$ cat src/rtl/spi_eng_pkg.sv
package spi_eng_pkg;

  localparam int unsigned WORD_W  = 16;
  localparam int unsigned MIN_LEN = 2;
  localparam int unsigned DIV_W   = 8;
  localparam int unsigned LEN_W   = $clog2(WORD_W + 1);
  localparam int unsigned EDGE_W  = $clog2(2 * WORD_W + 1);

  typedef struct packed {
    logic [LEN_W-1:0] len;
    logic             pol;
    logic             pha;
    logic [DIV_W-1:0] div;
  } fmt_t;

  // Keep a requested length inside the supported window.
  function automatic logic [LEN_W-1:0] clamp_len(input logic [LEN_W-1:0] raw);
    if (raw < LEN_W'(MIN_LEN)) return LEN_W'(MIN_LEN);
    if (raw > LEN_W'(WORD_W))  return LEN_W'(WORD_W);
    return raw;
  endfunction

  // Move the low len bits of a word to the top of the shift register.
  function automatic logic [WORD_W-1:0] align_msb(input logic [WORD_W-1:0] d,
                                                  input logic [LEN_W-1:0]  len);
    return d << (WORD_W - 32'(len));
  endfunction

  // Ones in the low len bit positions.
  function automatic logic [WORD_W-1:0] len_mask(input logic [LEN_W-1:0] len);
    return {WORD_W{1'b1}} >> (WORD_W - 32'(len));
  endfunction

  // Number of serial clock transitions in one word.
  function automatic logic [EDGE_W-1:0] edge_total(input logic [LEN_W-1:0] len);
    return EDGE_W'(32'(len) << 1);
  endfunction

endpackage

$ cat src/rtl/spi_fmt_bank.sv
module spi_fmt_bank import spi_eng_pkg::*; #(
  parameter int unsigned NUM_FMT = 4,
  parameter int unsigned FIDX_W  = 2
) (
  input  logic              clk,
  input  logic              rst_n,
  input  logic              wr_en,
  input  logic [FIDX_W-1:0] wr_idx,
  input  fmt_t              wr_fmt,
  input  logic [FIDX_W-1:0] rd_idx,
  output fmt_t              rd_fmt
);

  fmt_t ent_arr [NUM_FMT];

  for (genvar g = 0; g < NUM_FMT; g++) begin : g_entry
    fmt_t q;
    always_ff @(posedge clk or negedge rst_n) begin
      if (!rst_n) begin
        q <= '{len: LEN_W'(WORD_W), pol: 1'b0, pha: 1'b0, div: '0};
      end else if (wr_en && (wr_idx == FIDX_W'(g))) begin
        q <= '{len: clamp_len(wr_fmt.len), pol: wr_fmt.pol,
               pha: wr_fmt.pha, div: wr_fmt.div};
      end
    end
    assign ent_arr[g] = q;
  end

  assign rd_fmt = ent_arr[rd_idx];

  // every entry read out carries a length inside 2..16
  assert_len_window_R1: assert property (@(posedge clk) disable iff (!rst_n)
    (rd_fmt.len >= LEN_W'(MIN_LEN)) && (rd_fmt.len <= LEN_W'(WORD_W)));

endmodule

$ cat src/rtl/spi_slave_sync.sv
module spi_slave_sync (
  input  logic clk,
  input  logic rst_n,
  input  logic sclk_in,
  input  logic sel_n_in,
  input  logic di_in,
  output logic edge_seen,
  output logic sel_act,
  output logic di_s
);

  logic sclk_m, sclk_s, sclk_p;
  logic sel_m, sel_s;
  logic di_m;

  always_ff @(posedge clk or negedge rst_n) begin
    if (!rst_n) begin
      sclk_m <= 1'b0;
      sclk_s <= 1'b0;
      sclk_p <= 1'b0;
      sel_m  <= 1'b1;
      sel_s  <= 1'b1;
      di_m   <= 1'b0;
      di_s   <= 1'b0;
    end else begin
      sclk_m <= sclk_in;
      sclk_s <= sclk_m;
      sclk_p <= sclk_s;
      sel_m  <= sel_n_in;
      sel_s  <= sel_m;
      di_m   <= di_in;
      di_s   <= di_m;
    end
  end

  assign edge_seen = sclk_s ^ sclk_p;
  assign sel_act   = !sel_s;

endmodule

$ cat src/rtl/spi_rx_buf.sv
module spi_rx_buf import spi_eng_pkg::*; (
  input  logic              clk,
  input  logic              rst_n,
  input  logic              wr,
  input  logic [WORD_W-1:0] wdata,
  input  logic              rd,
  output logic              valid,
  output logic [WORD_W-1:0] data,
  output logic              overrun
);

  always_ff @(posedge clk or negedge rst_n) begin
    if (!rst_n) begin
      valid   <= 1'b0;
      data    <= '0;
      overrun <= 1'b0;
    end else begin
      if (wr) begin
        valid <= 1'b1;
        data  <= wdata;
        if (valid && !rd) overrun <= 1'b1;
        else if (rd)      overrun <= 1'b0;
      end else if (rd) begin
        valid   <= 1'b0;
        overrun <= 1'b0;
      end
    end
  end

  // completing a word over an unread one raises the overrun flag
  assert_overrun_set_R7: assert property (@(posedge clk) disable iff (!rst_n)
    (wr && valid && !rd) |=> overrun);

  // a read with no new word empties the holding register
  assert_read_clears_R6: assert property (@(posedge clk) disable iff (!rst_n)
    (rd && !wr) |=> (!valid && !overrun));

endmodule

$ cat src/rtl/spi_word_ctrl.sv
module spi_word_ctrl import spi_eng_pkg::*; (
  input  logic              clk,
  input  logic              rst_n,
  input  logic              master_en,
  input  logic              tx_valid,
  input  logic [WORD_W-1:0] tx_data,
  input  fmt_t              fmt_in,
  output logic              tx_ready,
  input  logic              sl_edge,
  input  logic              sl_sel,
  input  logic              sl_di,
  input  logic              ser_di,
  output logic              ser_do,
  output logic              sclk_o,
  output logic              sel_n_o,
  output logic              done,
  output logic [WORD_W-1:0] done_data
);

  typedef enum logic [1:0] {ST_IDLE, ST_MRUN, ST_MTAIL, ST_SRUN} st_t;

  st_t               st;
  fmt_t              cur;
  logic [WORD_W-1:0] txsh, rxsh, aligned, rx_next;
  logic [DIV_W-1:0]  cnt;
  logic [EDGE_W-1:0] edges;
  logic              out_q, sclk_q, sel_q;

  // Named internal events
  logic accept, tick, edge_ev, lead, trail, last_edge;
  logic capture, launch, in_bit, tail_end, slave_end, slave_abort;

  assign aligned     = align_msb(tx_data, fmt_in.len);
  assign accept      = tx_valid && (st == ST_IDLE);
  assign tick        = (cnt == cur.div);
  assign edge_ev     = ((st == ST_MRUN) && tick) ||
                       ((st == ST_SRUN) && sl_edge && sl_sel);
  assign lead        = edge_ev && !edges[0];
  assign trail       = edge_ev && edges[0];
  assign last_edge   = edge_ev && (edges == edge_total(cur.len) - 1'b1);
  assign capture     = cur.pha ? trail : lead;
  assign launch      = cur.pha ? lead : (trail && !last_edge);
  assign in_bit      = (st == ST_SRUN) ? sl_di : ser_di;
  assign rx_next     = capture ? {rxsh[WORD_W-2:0], in_bit} : rxsh;
  assign tail_end    = (st == ST_MTAIL) && tick;
  assign slave_end   = (st == ST_SRUN) && last_edge;
  assign slave_abort = (st == ST_SRUN) && !sl_sel && (edges != '0);

  always_ff @(posedge clk or negedge rst_n) begin
    if (!rst_n) begin
      st     <= ST_IDLE;
      cur    <= '0;
      txsh   <= '0;
      rxsh   <= '0;
      cnt    <= '0;
      edges  <= '0;
      out_q  <= 1'b0;
      sclk_q <= 1'b0;
      sel_q  <= 1'b1;
    end else begin
      case (st)
        ST_IDLE: begin
          if (accept) begin
            cur    <= fmt_in;
            sclk_q <= fmt_in.pol;
            cnt    <= '0;
            edges  <= '0;
            rxsh   <= '0;
            if (!fmt_in.pha) begin
              out_q <= aligned[WORD_W-1];
              txsh  <= aligned << 1;
            end else begin
              out_q <= 1'b0;
              txsh  <= aligned;
            end
            st    <= master_en ? ST_MRUN : ST_SRUN;
            sel_q <= !master_en;
          end
        end
        ST_MRUN: begin
          if (tick) begin
            cnt    <= '0;
            sclk_q <= !sclk_q;
          end else begin
            cnt <= cnt + 1'b1;
          end
        end
        ST_MTAIL: begin
          if (tick) begin
            cnt   <= '0;
            st    <= ST_IDLE;
            sel_q <= 1'b1;
          end else begin
            cnt <= cnt + 1'b1;
          end
        end
        ST_SRUN: begin
          if (slave_abort) st <= ST_IDLE;
        end
        default: st <= ST_IDLE;
      endcase

      if (edge_ev) edges <= edges + 1'b1;
      if (capture) rxsh <= rx_next;
      if (launch) begin
        out_q <= txsh[WORD_W-1];
        txsh  <= txsh << 1;
      end
      if (last_edge) begin
        st  <= (st == ST_MRUN) ? ST_MTAIL : ST_IDLE;
        cnt <= '0;
      end
    end
  end

  assign tx_ready  = (st == ST_IDLE);
  assign ser_do    = out_q;
  assign sclk_o    = sclk_q;
  assign sel_n_o   = sel_q;
  assign done      = tail_end || slave_end;
  assign done_data = rx_next & len_mask(cur.len);

  // a handshake moves the engine out of idle on the next cycle
  assert_accept_busy_R2: assert property (@(posedge clk) disable iff (!rst_n)
    (tx_valid && tx_ready) |=> !tx_ready);

  // select stays low for every master cycle of a word
  assert_sel_low_master_R2: assert property (@(posedge clk) disable iff (!rst_n)
    ((st == ST_MRUN) || (st == ST_MTAIL)) |-> !sel_n_o);

  // the serial clock is quiet during the tail before select is released
  assert_tail_quiet_R3: assert property (@(posedge clk) disable iff (!rst_n)
    (st == ST_MTAIL) |=> $stable(sclk_o));

  // the edge counter never passes twice the word length
  assert_edge_bound_R3: assert property (@(posedge clk) disable iff (!rst_n)
    (st != ST_IDLE) |-> (edges <= edge_total(cur.len)));

  // a slave word never drives the select output
  assert_slave_sel_high_R9: assert property (@(posedge clk) disable iff (!rst_n)
    (st == ST_SRUN) |-> sel_n_o);

endmodule

$ cat src/rtl/spi_shift_engine.sv
module spi_shift_engine import spi_eng_pkg::*; #(
  parameter  int unsigned NUM_FMT = 4,
  localparam int unsigned FIDX_W  = (NUM_FMT > 1) ? $clog2(NUM_FMT) : 1
) (
  input  logic              clk,
  input  logic              rst_n,
  input  logic              master_en,
  input  logic              cfg_we,
  input  logic [FIDX_W-1:0] cfg_idx,
  input  logic [LEN_W-1:0]  cfg_len,
  input  logic              cfg_pol,
  input  logic              cfg_pha,
  input  logic [DIV_W-1:0]  cfg_div,
  input  logic              tx_valid,
  output logic              tx_ready,
  input  logic [WORD_W-1:0] tx_data,
  input  logic [FIDX_W-1:0] tx_fmt,
  input  logic              rx_read,
  output logic              rx_valid,
  output logic [WORD_W-1:0] rx_data,
  output logic              rx_overrun,
  output logic              sclk_o,
  input  logic              sclk_i,
  output logic              sel_n_o,
  input  logic              sel_n_i,
  output logic              ser_do,
  input  logic              ser_di
);

  fmt_t              wr_fmt, sel_fmt;
  logic              sl_edge, sl_sel, sl_di;
  logic              word_done;
  logic [WORD_W-1:0] word_data;

  assign wr_fmt = '{len: cfg_len, pol: cfg_pol, pha: cfg_pha, div: cfg_div};

  spi_fmt_bank #(.NUM_FMT(NUM_FMT), .FIDX_W(FIDX_W)) u_bank (
    .clk    (clk),
    .rst_n  (rst_n),
    .wr_en  (cfg_we),
    .wr_idx (cfg_idx),
    .wr_fmt (wr_fmt),
    .rd_idx (tx_fmt),
    .rd_fmt (sel_fmt)
  );

  spi_slave_sync u_sync (
    .clk       (clk),
    .rst_n     (rst_n),
    .sclk_in   (sclk_i),
    .sel_n_in  (sel_n_i),
    .di_in     (ser_di),
    .edge_seen (sl_edge),
    .sel_act   (sl_sel),
    .di_s      (sl_di)
  );

  spi_word_ctrl u_ctrl (
    .clk       (clk),
    .rst_n     (rst_n),
    .master_en (master_en),
    .tx_valid  (tx_valid),
    .tx_data   (tx_data),
    .fmt_in    (sel_fmt),
    .tx_ready  (tx_ready),
    .sl_edge   (sl_edge),
    .sl_sel    (sl_sel),
    .sl_di     (sl_di),
    .ser_di    (ser_di),
    .ser_do    (ser_do),
    .sclk_o    (sclk_o),
    .sel_n_o   (sel_n_o),
    .done      (word_done),
    .done_data (word_data)
  );

  spi_rx_buf u_rxbuf (
    .clk     (clk),
    .rst_n   (rst_n),
    .wr      (word_done),
    .wdata   (word_data),
    .rd      (rx_read),
    .valid   (rx_valid),
    .data    (rx_data),
    .overrun (rx_overrun)
  );

endmodule

$ cat config.mk
export PLATFORM = sky130hd
export DESIGN_NAME = spi_shift_engine
export DESIGN_NICKNAME = d
export VERILOG_FILES = /design/src/rtl/spi_eng_pkg.sv /design/src/rtl/spi_fmt_bank.sv /design/src/rtl/spi_slave_sync.sv /design/src/rtl/spi_rx_buf.sv /design/src/rtl/spi_word_ctrl.sv /design/src/rtl/spi_shift_engine.sv
export SDC_FILE = /design/constraint.sdc
export NUM_CORES = 1
export LEC_CHECK = 0
export BUFFER_PORTS_ARGS = -buffer_cell sky130_fd_sc_hd__buf_4
export CAP_MARGIN = 5
export CORE_ASPECT_RATIO = 1.1
export CORE_MARGIN = 2
export CORE_UTILIZATION = 40
export CTS_CLUSTER_SIZE = 8
export DETAILED_ROUTE_END_ITERATION = 8
export GPL_TIMING_DRIVEN = 0
export RECOVER_POWER = 25
export SLEW_MARGIN = 25
export SYNTH_ARGS = -nofsm -noshare
export SYNTH_HDL_FRONTEND = slang
export SYNTH_SLANG_ARGS = --single-unit
$ cat constraint.sdc
create_clock -name clk -period 4.4 [get_ports clk]
set_clock_uncertainty 0.15 [all_clocks]
set_input_delay 1.32 -clock clk [delete_from_list [all_inputs] [get_ports clk]]
set_output_delay 1.32 -clock clk [all_outputs]
set_load 0.01 [all_outputs]
Word-level counts from Yosys, hierarchy flattened --
Cells that the tools add are included.
Operators by class: bitwise logic cells 3, add/subtract/negate cells 5, reduce and logical (&&, ||, !) cells 48, multiplexer cells 67, shift operators 2, eq/ne operators 14, magnitude comparators 3
Operators with widths (number):
- 16-bit 2-to-1 mux | 8
- 5-bit 2-to-1 mux | 10
- 16-bit by 32-bit << shifter with 16-bit output | 1
- 16-bit by 32-bit >> shifter with 16-bit output, first input constant | 1
- 15-bit binary-select mux with 2-bit select | 1
- 1-bit 2-to-1 mux | 30
- 15-bit 2-to-1 mux | 2
- 8-bit 2-to-1 mux | 3
- 6-bit 2-to-1 mux | 3
- 2-bit nonzero test | 9
- 1-bit logical AND | 17
- 16-bit bitwise AND | 1
- 8-bit one-hot mux with 2 select lines | 1
- 2-bit 2-to-1 mux | 6
- 5-bit by 5-bit subtractor with 6-bit output, first input constant | 2
- 2-bit AND reduction | 5
- 3-bit by 1-bit inequality test with 1-bit output, second input constant | 3
- 8-bit by 1-bit adder with 8-bit output, second input constant | 1
- 2-bit equality test, second input constant | 4
- 8-bit equality test | 1
- 6-bit by 1-bit adder with 6-bit output, second input constant | 1
- 6-bit equality test | 1
- 1-bit zero test | 6
- 2-bit by 1-bit inequality test with 1-bit output, second input constant | 3
- 17 further kinds | 22
Storage, ports and cells: input port bits 44, register bits after elaboration 150, output and inout port bits 22, logic and storage cells 179

Longest topological paths before layout --
Gate-level depths: netlist of the first run.
depth in word-level cells 10, mapped depth 15, mapped depth without buffers 9

By module --
From an unflattened synthesis of the first run, not the netlist that was laid out.
Unflattened totals: cell total of the unflattened synthesis 791, area total of the unflattened synthesis 8350.5 µm²
By module, submodules not included:
- spi_word_ctrl | cells each 545, times used 1, area an instance 4777.1 µm², sequential area each 1627.8 µm²
- spi_fmt_bank | cells each 197, times used 1, area an instance 2670.1 µm², sequential area each 1506.4 µm²
- spi_rx_buf | cells each 40, times used 1, area an instance 713.2 µm², sequential area each 450.4 µm²
- spi_slave_sync | cells each 9, times used 1, area an instance 190.2 µm², sequential area each 177.7 µm²

Worst setup path after synthesis of the first run --
OpenSTA, ideal clock, no wires.
path type input-to-reg, from input tx_fmt[0], to register u_ctrl.txsh[14], library setup time 0.141 ns, slack 0.088 ns, stages 15, buffers on the path 6, data required time 4.109 ns, arrival time 4.021 ns, cell sequence buf_6 mux4_2 buf_6 buf_2 inv_1 ha_1 clkbuf_1 xor2_1 buf_2 buf_2 nand3_1 o211ai_1 o21ai_0 a22oi_1 o221ai_1
On the way: cells in the longest elaborated chain, start to end 10
RTL lines:
- start: declaration | RTL line spi_shift_engine.sv:17 | input logic [FIDX_W-1:0] tx_fmt,
- 2-bit inverter with 3-bit output (implied by the code) (*) | RTL line spi_fmt_bank.sv:29 | assign rd_fmt = ent_arr[rd_idx];
- 15-bit binary-select mux with 2-bit select (*) | RTL line spi_fmt_bank.sv:29
- 15-bit 2-to-1 mux (implied by the code) (*) (2 in a row) | RTL line spi_fmt_bank.sv:29
- 5-bit by 5-bit subtractor with 6-bit output | RTL line spi_eng_pkg.sv:26 | return d << (WORD_W - 32'(len));
- 16-bit by 32-bit << shifter with 16-bit output | RTL line spi_eng_pkg.sv:26
- 16-bit 2-to-1 mux (*) | RTL line spi_word_ctrl.sv:69 | if (!fmt_in.pha) begin
- 16-bit 2-to-1 mux (*) | RTL line spi_word_ctrl.sv:63 | if (accept) begin
- 16-bit 2-to-1 mux (*) | RTL line spi_word_ctrl.sv:61 | case (st)
- 16-bit 2-to-1 mux (*) | RTL line spi_word_ctrl.sv:105 | if (launch) begin
- end signal: assignment | RTL line spi_word_ctrl.sv:71 | txsh <= aligned << 1;
- end signal: assignment | RTL line spi_word_ctrl.sv:74 | txsh <= aligned;
- end signal: assignment | RTL line spi_word_ctrl.sv:107 | txsh <= txsh << 1;
- end: declaration | RTL line spi_word_ctrl.sv:24 | logic [WORD_W-1:0] txsh, rxsh, aligned, rx_next;
Mark *: on every way between the ends. The rest lies on a longest branch, timed or not. The select of a mux whose other input is x is not followed. A chain may end at the register's enable or synchronous reset.

Worst setup path after layout of the first run --
from input tx_fmt[0], to register u_ctrl.out_q, in the netlist u_ctrl.ser_do
On the way: cells in the longest elaborated chain, start to end 10
RTL lines:
- 2-bit inverter with 3-bit output (implied by the code) (*) | RTL line spi_fmt_bank.sv:29
- 15-bit binary-select mux with 2-bit select (*) | RTL line spi_fmt_bank.sv:29
- 15-bit 2-to-1 mux (implied by the code) (*) (2 in a row) | RTL line spi_fmt_bank.sv:29
- 5-bit by 5-bit subtractor with 6-bit output | RTL line spi_eng_pkg.sv:26
- 16-bit by 32-bit << shifter with 16-bit output | RTL line spi_eng_pkg.sv:26
- 1-bit 2-to-1 mux (*) | RTL line spi_word_ctrl.sv:69
- 1-bit 2-to-1 mux (*) | RTL line spi_word_ctrl.sv:63
- 1-bit 2-to-1 mux (*) | RTL line spi_word_ctrl.sv:61
- 1-bit 2-to-1 mux (*) | RTL line spi_word_ctrl.sv:105
- end signal: assignment | RTL line spi_word_ctrl.sv:70 | out_q <= aligned[WORD_W-1];
- end signal: assignment | RTL line spi_word_ctrl.sv:106 | out_q <= txsh[WORD_W-1];
- end: declaration | RTL line spi_word_ctrl.sv:27 | logic out_q, sclk_q, sel_q;
Marks and branches as above.

==> run summary, run 1 <==
### Route
• 5.38 — Via density
• 435 — 1st-iter DRT viols
• 16.2 um — routed length per placed instance
• 6739 — detailed-route via count
• 5 — first-pass iteration count of the detailed router
• 0 — DRC violation count after routing
• 20.3 mm — routed wire length
• 0 — Antenna Nets Post-Route

### Synth
• 0.442 — sequential element share of the synthesized area
• sky130_fd_sc_hd__dfrtp_1 — cell type contributing the most total cell area after synthesis
• sky130_fd_sc_hd__dfrtp_1 — primary flip-flop cell chosen by synthesis mapping
• 0.0287 — post-synthesis xor/xnor area fraction
• 0.135 — multiplexer area fraction after synthesis
• compound AO/OA/AOI/OAI gates — dominant combinational cell family by area after synthesis
• 1.00 — post-synthesis async set-or-reset flop share
• 0.421 — top cell type's share of synthesized area
• 926 — number of nets produced by synthesis
• 9.76 sq um — average footprint of a synthesized cell
• 0 — total of warnings raised by yosys
• 79 — Yosys cell types
• 0.00851 sq mm — area of the mapped netlist
• 0.0147 — Synth Area in Adders
• 0.162 — simple-gate portion of the synthesized area
• 0 — EDFF count, synth
• 150 — Yosys reg bits
• sky130_fd_sc_hd__dfrtp_1 42%, sky130_fd_sc_hd__nand2_1 6.8%, sky130_fd_sc_hd__mux2_2 5.3%, sky130_fd_sc_hd__o21ai_0 4.6%, sky130_fd_sc_hd__mux4_2 4.2% — largest cells by area after synthesis
• 872 — synthesized instance count
• 0.176 — fraction of the mapped netlist area in compound gates

### Timing
• 81 — final max-slew violation count
• -0.385 — Max-Slew Margin vs Limit
• 2.08 ns — Tightest Pin Transition
• 243 MHz — Max Clk Rate
• 0 — final hold vios
• 4.11 ns — minimum period implied by the final worst setup slack
• 0.935 — period utilisation layout
• 0 — final-report setup violation count
• false — RSZ-0062 raised after global routing
• 0.286 ns — Final Worst Setup Slack

### Place
• 0.00938 sq mm — cell area reported after detailed placement
• -0.349 ns — setup slack at placement
• 63 — count of buffers inserted at the top-level ports
• 14.5 mm — HPWL after DPL
• 0.878 — global placement routability congestion

### Setup path
• u_ctrl.ser_do — critical register-to-register path endpoint
• 6 — CP bufs+invs
• 0.51 ns — highest cell delay on the worst timing path
• 4.55 ns — required time worst endpoint
• buf_6, mux4_2, buf_6, buf_2, inv_1, ha_2, xor2_1, clkbuf_4, buf_2, nand2_1, o2bb2ai_1, a2bb2oi_1, o21ai_0 — crit-path cells
• input pin — startpoint types
• flop — crit end category
• u_ctrl.ser_do — worst setup path end
• u_bank.ent_arr[10] — Critical R2R Launch
• in -> reg — classification of the worst setup path
• buffers and inverters — Worst path top cell family by delay
• 0.98 ns — R2R setup slack
• 13 — Levels on crit path
• 4.27 ns — Arr. time, crit path
• 10 — Crit Path Max Fanout
• 12 — number of cells on the worst reg-to-reg path
• tx_fmt[0] — Crit. Startpoint
• sky130_fd_sc_hd__mux4_2 — Worst path slowest cell

### Clock network
• 0.43 ns — clock insertion delay at the later pin of the skew report
• 150 — TritonCTS Sinks
• sky130_fd_sc_hd__clkbuf_16 — clk root buf
• 0 — Setup Fix Bufs, Post-CTS
• built — TritonCTS clock tree
• 4 — CTS H-tree depth
• 2 — CTS max path bufs
• 17 — TritonCTS Buffers
• 0.07 ns — clock-pin slew on the worst setup and hold paths

### Run status
• complete, but fails checks — outcome
• max-capacitance violations, max-slew violations — violations in the final reports

### Cells and area
• 1008 — Layout Nets
• 0.212 — share of cells above drive strength 1
• 16.9% — synthesis-to-finish area growth
• 0.00994 sq mm — cell area after layout
• 0 — number of antenna diodes

### Die
• 143 um — floorplan die width
• 55 — Core Rows
• 157 um — die extent in y
• 0.411 — starting utilization of the core area
• 0.0207 sq mm — area of the placeable core
• 66 — number of top-level pins
• 0.0225 sq mm — area of the die

### GRT
• 34.3 mm — first-pass GRT wire length
• 0.191 — overall track demand over capacity in global routing
• 82 — pin count of the biggest net entering global routing
• 0 — number of antenna violations at the first check in global routing
• 6710 — vias in the first global route
• 0 — total congestion overflow

### Worst hold path
• reg -> reg — Hold WC Path Type
• 0 — hold depth

### Power and ir drop
• 3.88 mW — power consumption
• 0.264 mV — IR Drop Worst-Case VDD
• 390 mW/mm^2 — pwr dens
• 4.36 nW — static leakage

### Job
• 1 — number of maximum-capacitance constraint violations

## timing repair
item | in CTS | in global routing
hold endpoints to repair | 0 | 0
hold buffers | 0 | 0
gates resized for setup | 0 | 3
endpoints found under the setup margin | 0 | 11
## metal layers
metal / wire (um) / track usage
met1: 9480 / 0.268
met5: 0 / 0
met4: 214 / 0.0448
met3: 827 / 0.0307
met2: 9790 / 0.311
## stage by stage
stage	hold WS [ns]	setup TNS, ns	std cells	utilization
floorplan	0.181	0	872	-
global placement	0.184	-3.44	1220	0.451
detailed placement	0.190	-3.39	1221	0.453
CTS	0.204	0	1253	0.480
global route	0.220	0	1252	0.480
finish	0.202	0	1252	0.480
## registers in the layout (all words and copies together) (netlist names), 2 cells and up
register        flops
u_ctrl.rxsh        16
u_ctrl.cnt          8
u_ctrl.edges        6
u_ctrl.cur         14
u_rxbuf.data       16
u_ctrl.txsh        16
u_ctrl.st           2
u_bank.ent_arr     60
## cells in the mapped netlist (all sizes together) (3+ instances only)
| library cell | count |
|---|---|
| a211oi | 9 |
| a21o | 4 |
| a21oi | 30 |
| a221oi | 3 |
| a22o | 16 |
| a22oi | 3 |
| a2bb2oi | 4 |
| a31oi | 12 |
| a32oi | 3 |
| and2 | 6 |
| buf | 24 |
| clkbuf | 34 |
| dfrtp | 143 |
| dfstp | 7 |
| ha | 10 |
| inv | 21 |
| mux2 | 40 |
| mux2i | 34 |
| mux4 | 16 |
| nand2 | 154 |
| nand2b | 9 |
| nand3 | 24 |
| nand3b | 3 |
| nor2 | 52 |
| nor2b | 9 |
| nor3 | 12 |
| nor3b | 4 |
| nor4 | 6 |
| o2111ai | 4 |
| o211ai | 6 |
| o21ai | 82 |
| o21bai | 5 |
| o22ai | 4 |
| o2bb2ai | 7 |
| o31ai | 8 |
| o41ai | 4 |
| or2 | 3 |
| or3 | 4 |
| or4 | 4 |
| xnor2 | 11 |
| xor2 | 16 |
## area by class of cell
class	instances	area, sq um
timing repair buffer	64	494
tap	285	357
inverter	21	78.8
fill	2010	10800
multi-input combinational	643	4410
sequential	150	3760
buffer	57	272
clock inverter	14	134
clock buffer	18	439
## cells by family after synthesis
group / after synthesis
fa+ha+maj: 10
xor+xnor: 27
buf+inv: 79
compound gates: 221
mux: 90
simple gates: 295
flops: 150
## how the worst min path moves through the flow
stage,startpoint,to,slack (ns)
finish,u_sync.sclk_m,u_sync.sclk_s,0.20
global route,u_sync.sclk_m,u_sync.sclk_s,0.22
CTS,u_sync.sclk_m,u_sync.sclk_s,0.20
detailed placement,u_sync.sclk_m,u_sync.sclk_s,0.19
global placement,u_sync.di_m,u_sync.di_s,0.18
floorplan,u_sync.di_m,u_sync.di_s,0.18
## worst register-to-register path, cell delays in order, from the launching register on
cell and delay (ns):
sky130_fd_sc_hd__dfrtp_1 0.37, sky130_fd_sc_hd__mux4_2 0.47, sky130_fd_sc_hd__buf_6 0.16, sky130_fd_sc_hd__buf_2 0.20
sky130_fd_sc_hd__inv_1 0.13, sky130_fd_sc_hd__ha_2 0.30, sky130_fd_sc_hd__xor2_1 0.27, sky130_fd_sc_hd__clkbuf_4 0.26
sky130_fd_sc_hd__buf_2 0.24, sky130_fd_sc_hd__nand2_1 0.07, sky130_fd_sc_hd__o2bb2ai_1 0.20, sky130_fd_sc_hd__a2bb2oi_1 0.35
sky130_fd_sc_hd__o21ai_0 0.12
## power breakdown
part	switching (mW)	internal (mW)	leakage [nW]
logic	0.548	0.392	2.23
clock network	0.648	0.764	0.273
registers	0.0451	1.48	1.85
total	1.24	2.64	4.36
## layout by cell type (no fill, tap or decap), types with 8 or more instances in the layout
master,instances
sky130_fd_sc_hd__mux4_2,16
sky130_fd_sc_hd__buf_4,63
sky130_fd_sc_hd__xnor2_1,10
sky130_fd_sc_hd__o31ai_1,8
sky130_fd_sc_hd__clkbuf_16,17
sky130_fd_sc_hd__buf_2,13
sky130_fd_sc_hd__a31oi_1,12
sky130_fd_sc_hd__xor2_1,16
sky130_fd_sc_hd__ha_1,9
sky130_fd_sc_hd__clkbuf_1,34
sky130_fd_sc_hd__dfrtp_1,143
sky130_fd_sc_hd__nand3_1,24
sky130_fd_sc_hd__a22o_1,16
sky130_fd_sc_hd__nor2b_1,9
sky130_fd_sc_hd__nand2b_1,9
sky130_fd_sc_hd__nor3_1,9
sky130_fd_sc_hd__inv_1,21
sky130_fd_sc_hd__o21ai_0,79
sky130_fd_sc_hd__a21oi_1,30
sky130_fd_sc_hd__nand2_1,154
sky130_fd_sc_hd__mux2i_1,34
sky130_fd_sc_hd__mux2_2,40
sky130_fd_sc_hd__nor2_1,51
Note: power is estimated with default switching activity, not from simulation.
==> inputs of run 2 (changes only) <==
Settings changed: CORE_ASPECT_RATIO 1.1 to 0.75.
==> run 2 against run 1 <==
  * The run still ends with max-capacitance violations, max-slew violations left
  * Routed wire length increased by 1.8%
  * Design area increased by 0.25%
  * Clock power increased by 7%
  * Sequential cell count unchanged
  * Worst hold slack got worse by 0.0034 ns
  * Non-clock buffer count unchanged
  * Global-route usage increased by 0.63 points
  * Die area about the same
  * Via count increased by 1.3%
  * Critical path depth decreased by 1
  * Fmax decreased by 1.7%
  * First-iteration DRC count increased by 21%
  * Critical endpoint is now u_ctrl.txsh[13]
  * Largest cell class unchanged
==> run summary, run 2 (same netlist as run 1, synthesis figures left out) <==
### Power and ir drop
• 4.38 nW — static leakage, +0.46%
• 4.00 mW — power consumption, +3.1%
• 0.211 mV — IR Drop Worst-Case VDD, -20%
• 0.317 — switching fraction of total power, -0.00376
• 0.378 — Clock Power Share, +0.014
• 2.73 mW — cell-internal power, +3.7%
• 0.382 — proportion of power drawn by flip-flops and latches, -0.011
• 1.27 mW — switching power, +1.9%
• 0.240 — combinational cell fraction of total power, -0.003
• 401 mW/mm^2 — pwr dens, +2.9%

### Cells and area
• 60 — max reg flops, unchanged
• 0.00376 sq mm — sequential standard cell area, unchanged
• 154 x sky130_fd_sc_hd__nand2_1, 143 x sky130_fd_sc_hd__dfrtp_1, 79 x sky130_fd_sc_hd__o21ai_0 — most used cells in the layout excluding fill and tap cells
• 0 — number of antenna diodes, unchanged
• 17.2% — synthesis-to-finish area growth
• 0.00441 sq mm — multi-input combinational cell area, unchanged
• 1008 — Layout Nets, unchanged
• 0.00997 sq mm — cell area after layout, +0.25%
• 1998 — number of filler instances in the final layout, -0.60%
• 0.213 — share of cells above drive strength 1, +0.00103
• sky130_fd_sc_hd__nand2_1 — most common library cell in the layout ignoring fill and taps

### Die
• 172 um — floorplan die width, +21%
• 0.405 — starting utilization of the core area, -0.00575
• 0.0225 sq mm — area of the die, about the same
• 66 — number of top-level pins, unchanged
• 130 um — die extent in y, -17%
• 46 — Core Rows, -16%
• 0.0210 sq mm — area of the placeable core, +1.4%

### Worst hold path
• reg -> reg — Hold WC Path Type
• u_sync.sclk_s — Min-Delay Endpoint
• u_sync.sclk_m — worst min-delay path startpoint
• 0 — hold depth, unchanged

### Setup path
• buf_6, mux4_2, buf_6, buf_2, inv_1, ha_2, xnor2_2, mux2_2, a32oi_1, o21ai_0, a221oi_1, a211oi_1 — crit-path cells
• sky130_fd_sc_hd__mux4_2 — Worst path slowest cell
• 4.34 ns — Arr. time, crit path, +0.07 ns
• 11 — number of cells on the worst reg-to-reg path, -1
• 4 — CP bufs+invs, -2
• flop — crit end category
• 10 — Crit Path Max Fanout, unchanged
• 0.51 ns — highest cell delay on the worst timing path, about the same
• u_bank.ent_arr[10] — Critical R2R Launch
• 4.55 ns — required time worst endpoint, about the same
• compound AO/OA/AOI/OAI gates — Worst path top cell family by delay
• in -> reg — classification of the worst setup path
• u_ctrl.txsh[13] — critical register-to-register path endpoint
• sky130_fd_sc_hd__buf_6 — cell occurring most often along the worst timing path
• 0.89 ns — R2R setup slack, -0.09 ns
• input pin — startpoint types

### Timing
• 239 MHz — Max Clk Rate, -1.7%
• 0.199 ns — Worst Hold Margin, -0.00343 ns
• 0.952 — period utilisation layout, +0.0166
• 69 — final max-slew violation count, -15%
• false — RSZ-0062 raised after global routing
• 1.66 ns — Tightest Pin Transition, -0.414 ns
• 0 — final hold vios, unchanged
• -0.109 — Max-Slew Margin vs Limit, +0.276
• 0 ns — setup_tns, unchanged
• 4.19 ns — minimum period implied by the final worst setup slack, +0.0732 ns
• 0 — final-report setup violation count, unchanged

### Route
• 5.44 — Via density, +1.1%
• 7 — first-pass iteration count of the detailed router, +2
• 525 — 1st-iter DRT viols, +21%
• 0 — Antenna Nets Post-Route, unchanged
• 6828 — detailed-route via count, +1.3%
• 20.7 mm — routed wire length, +1.8%
• 16.5 um — routed length per placed instance, +1.6%
• 0 — DRC violation count after routing, unchanged

### Clock network
• built — TritonCTS clock tree
• 0.07 ns — clock-pin slew on the worst setup and hold paths, about the same
• 150 — TritonCTS Sinks, unchanged
• sky130_fd_sc_hd__clkbuf_16 — clk root buf
• 0.43 ns — clock insertion delay at the later pin of the skew report, about the same
• 4 — CTS H-tree depth, unchanged
• 2 — CTS max path bufs, unchanged
• 0 — Setup Fix Bufs, Post-CTS, unchanged
• 17 — TritonCTS Buffers, unchanged

### GRT
• 0 — number of antenna violations at the first check in global routing, unchanged
• 34.7 mm — first-pass GRT wire length, +1.1%
• 0 — total congestion overflow, unchanged
• 6476 — vias in the first global route, -3.5%
• 84 — pin count of the biggest net entering global routing, +2.4%
• 0.197 — overall track demand over capacity in global routing, +0.00635

### Place
• 0.912 — global placement routability congestion, +3.9%
• 0.00938 sq mm — cell area reported after detailed placement, about the same
• 63 — count of buffers inserted at the top-level ports, unchanged
• 14.8 mm — HPWL after DPL, +2.3%

### Job
• 1 — number of maximum-capacitance constraint violations, unchanged

### Run status
• complete, but fails checks — outcome
• max-capacitance violations, max-slew violations — violations in the final reports

run 2: final cells by class:
type                       count  share of cell area
inverter                      21             0.00791
buffer                        57              0.0272
tap                          288              0.0361
timing repair buffer          64              0.0479
multi-input combinational    643               0.442
sequential                   150               0.377
clock buffer                  17              0.0427
clock inverter                15              0.0186
run 2: worst max path at each step:
stage	from	end	slack (ns)	cells after the start
after global routing	tx_fmt[0]	u_ctrl.txsh[14]	0.06	14
after CTS	tx_fmt[0]	u_ctrl.txsh[12]	0.007	14
after floorplan	tx_fmt[0]	u_ctrl.txsh[14]	0.09	15
final	tx_fmt[0]	u_ctrl.txsh[13]	0.21	12
after global placement	tx_fmt[0]	u_ctrl.txsh[11]	-0.45	14
after detailed placement	tx_fmt[0]	u_ctrl.txsh[12]	-0.46	14
run 2: power by group through the flow:
stage / clock network [mW] / logic [mW] / registers, mW
2_1_floorplan: 0 / 0.680 / 1.53
3_3_place_gp: 0 / 0.936 / 1.55
3_5_place_dp: 0 / 0.935 / 1.55
4_1_cts: 1.55 / 0.940 / 1.53
5_1_grt: 1.61 / 1.04 / 1.54
6_report: 1.51 / 0.959 / 1.53
run 2: routing by layer:
layer | share of wire | vias to the layer above | track usage
li1 | - | 3300 | -
met1 | 0.52 | 3309 | 0.313
met2 | 0.40 | 204 | 0.269
met3 | 0.062 | 15 | 0.0440
met4 | 0.0091 | 0 | 0.0475
met5 | 0 | - | 0
run 2: repair_timing:
item | CTS | global route
hold buffers | 0 | 0
endpoints found under the setup margin | 0 | 13
resized for setup | 0 | 3
run 2: per-stage QoR:
stage,utilization,std cells,worst slack (ns)
floorplan,-,872,0.0882
global placement,0.445,1223,-0.448
CTS,0.476,1256,0.00723
global route,0.475,1255,0.0645
detailed placement,0.447,1224,-0.465
finish,0.475,1255,0.212
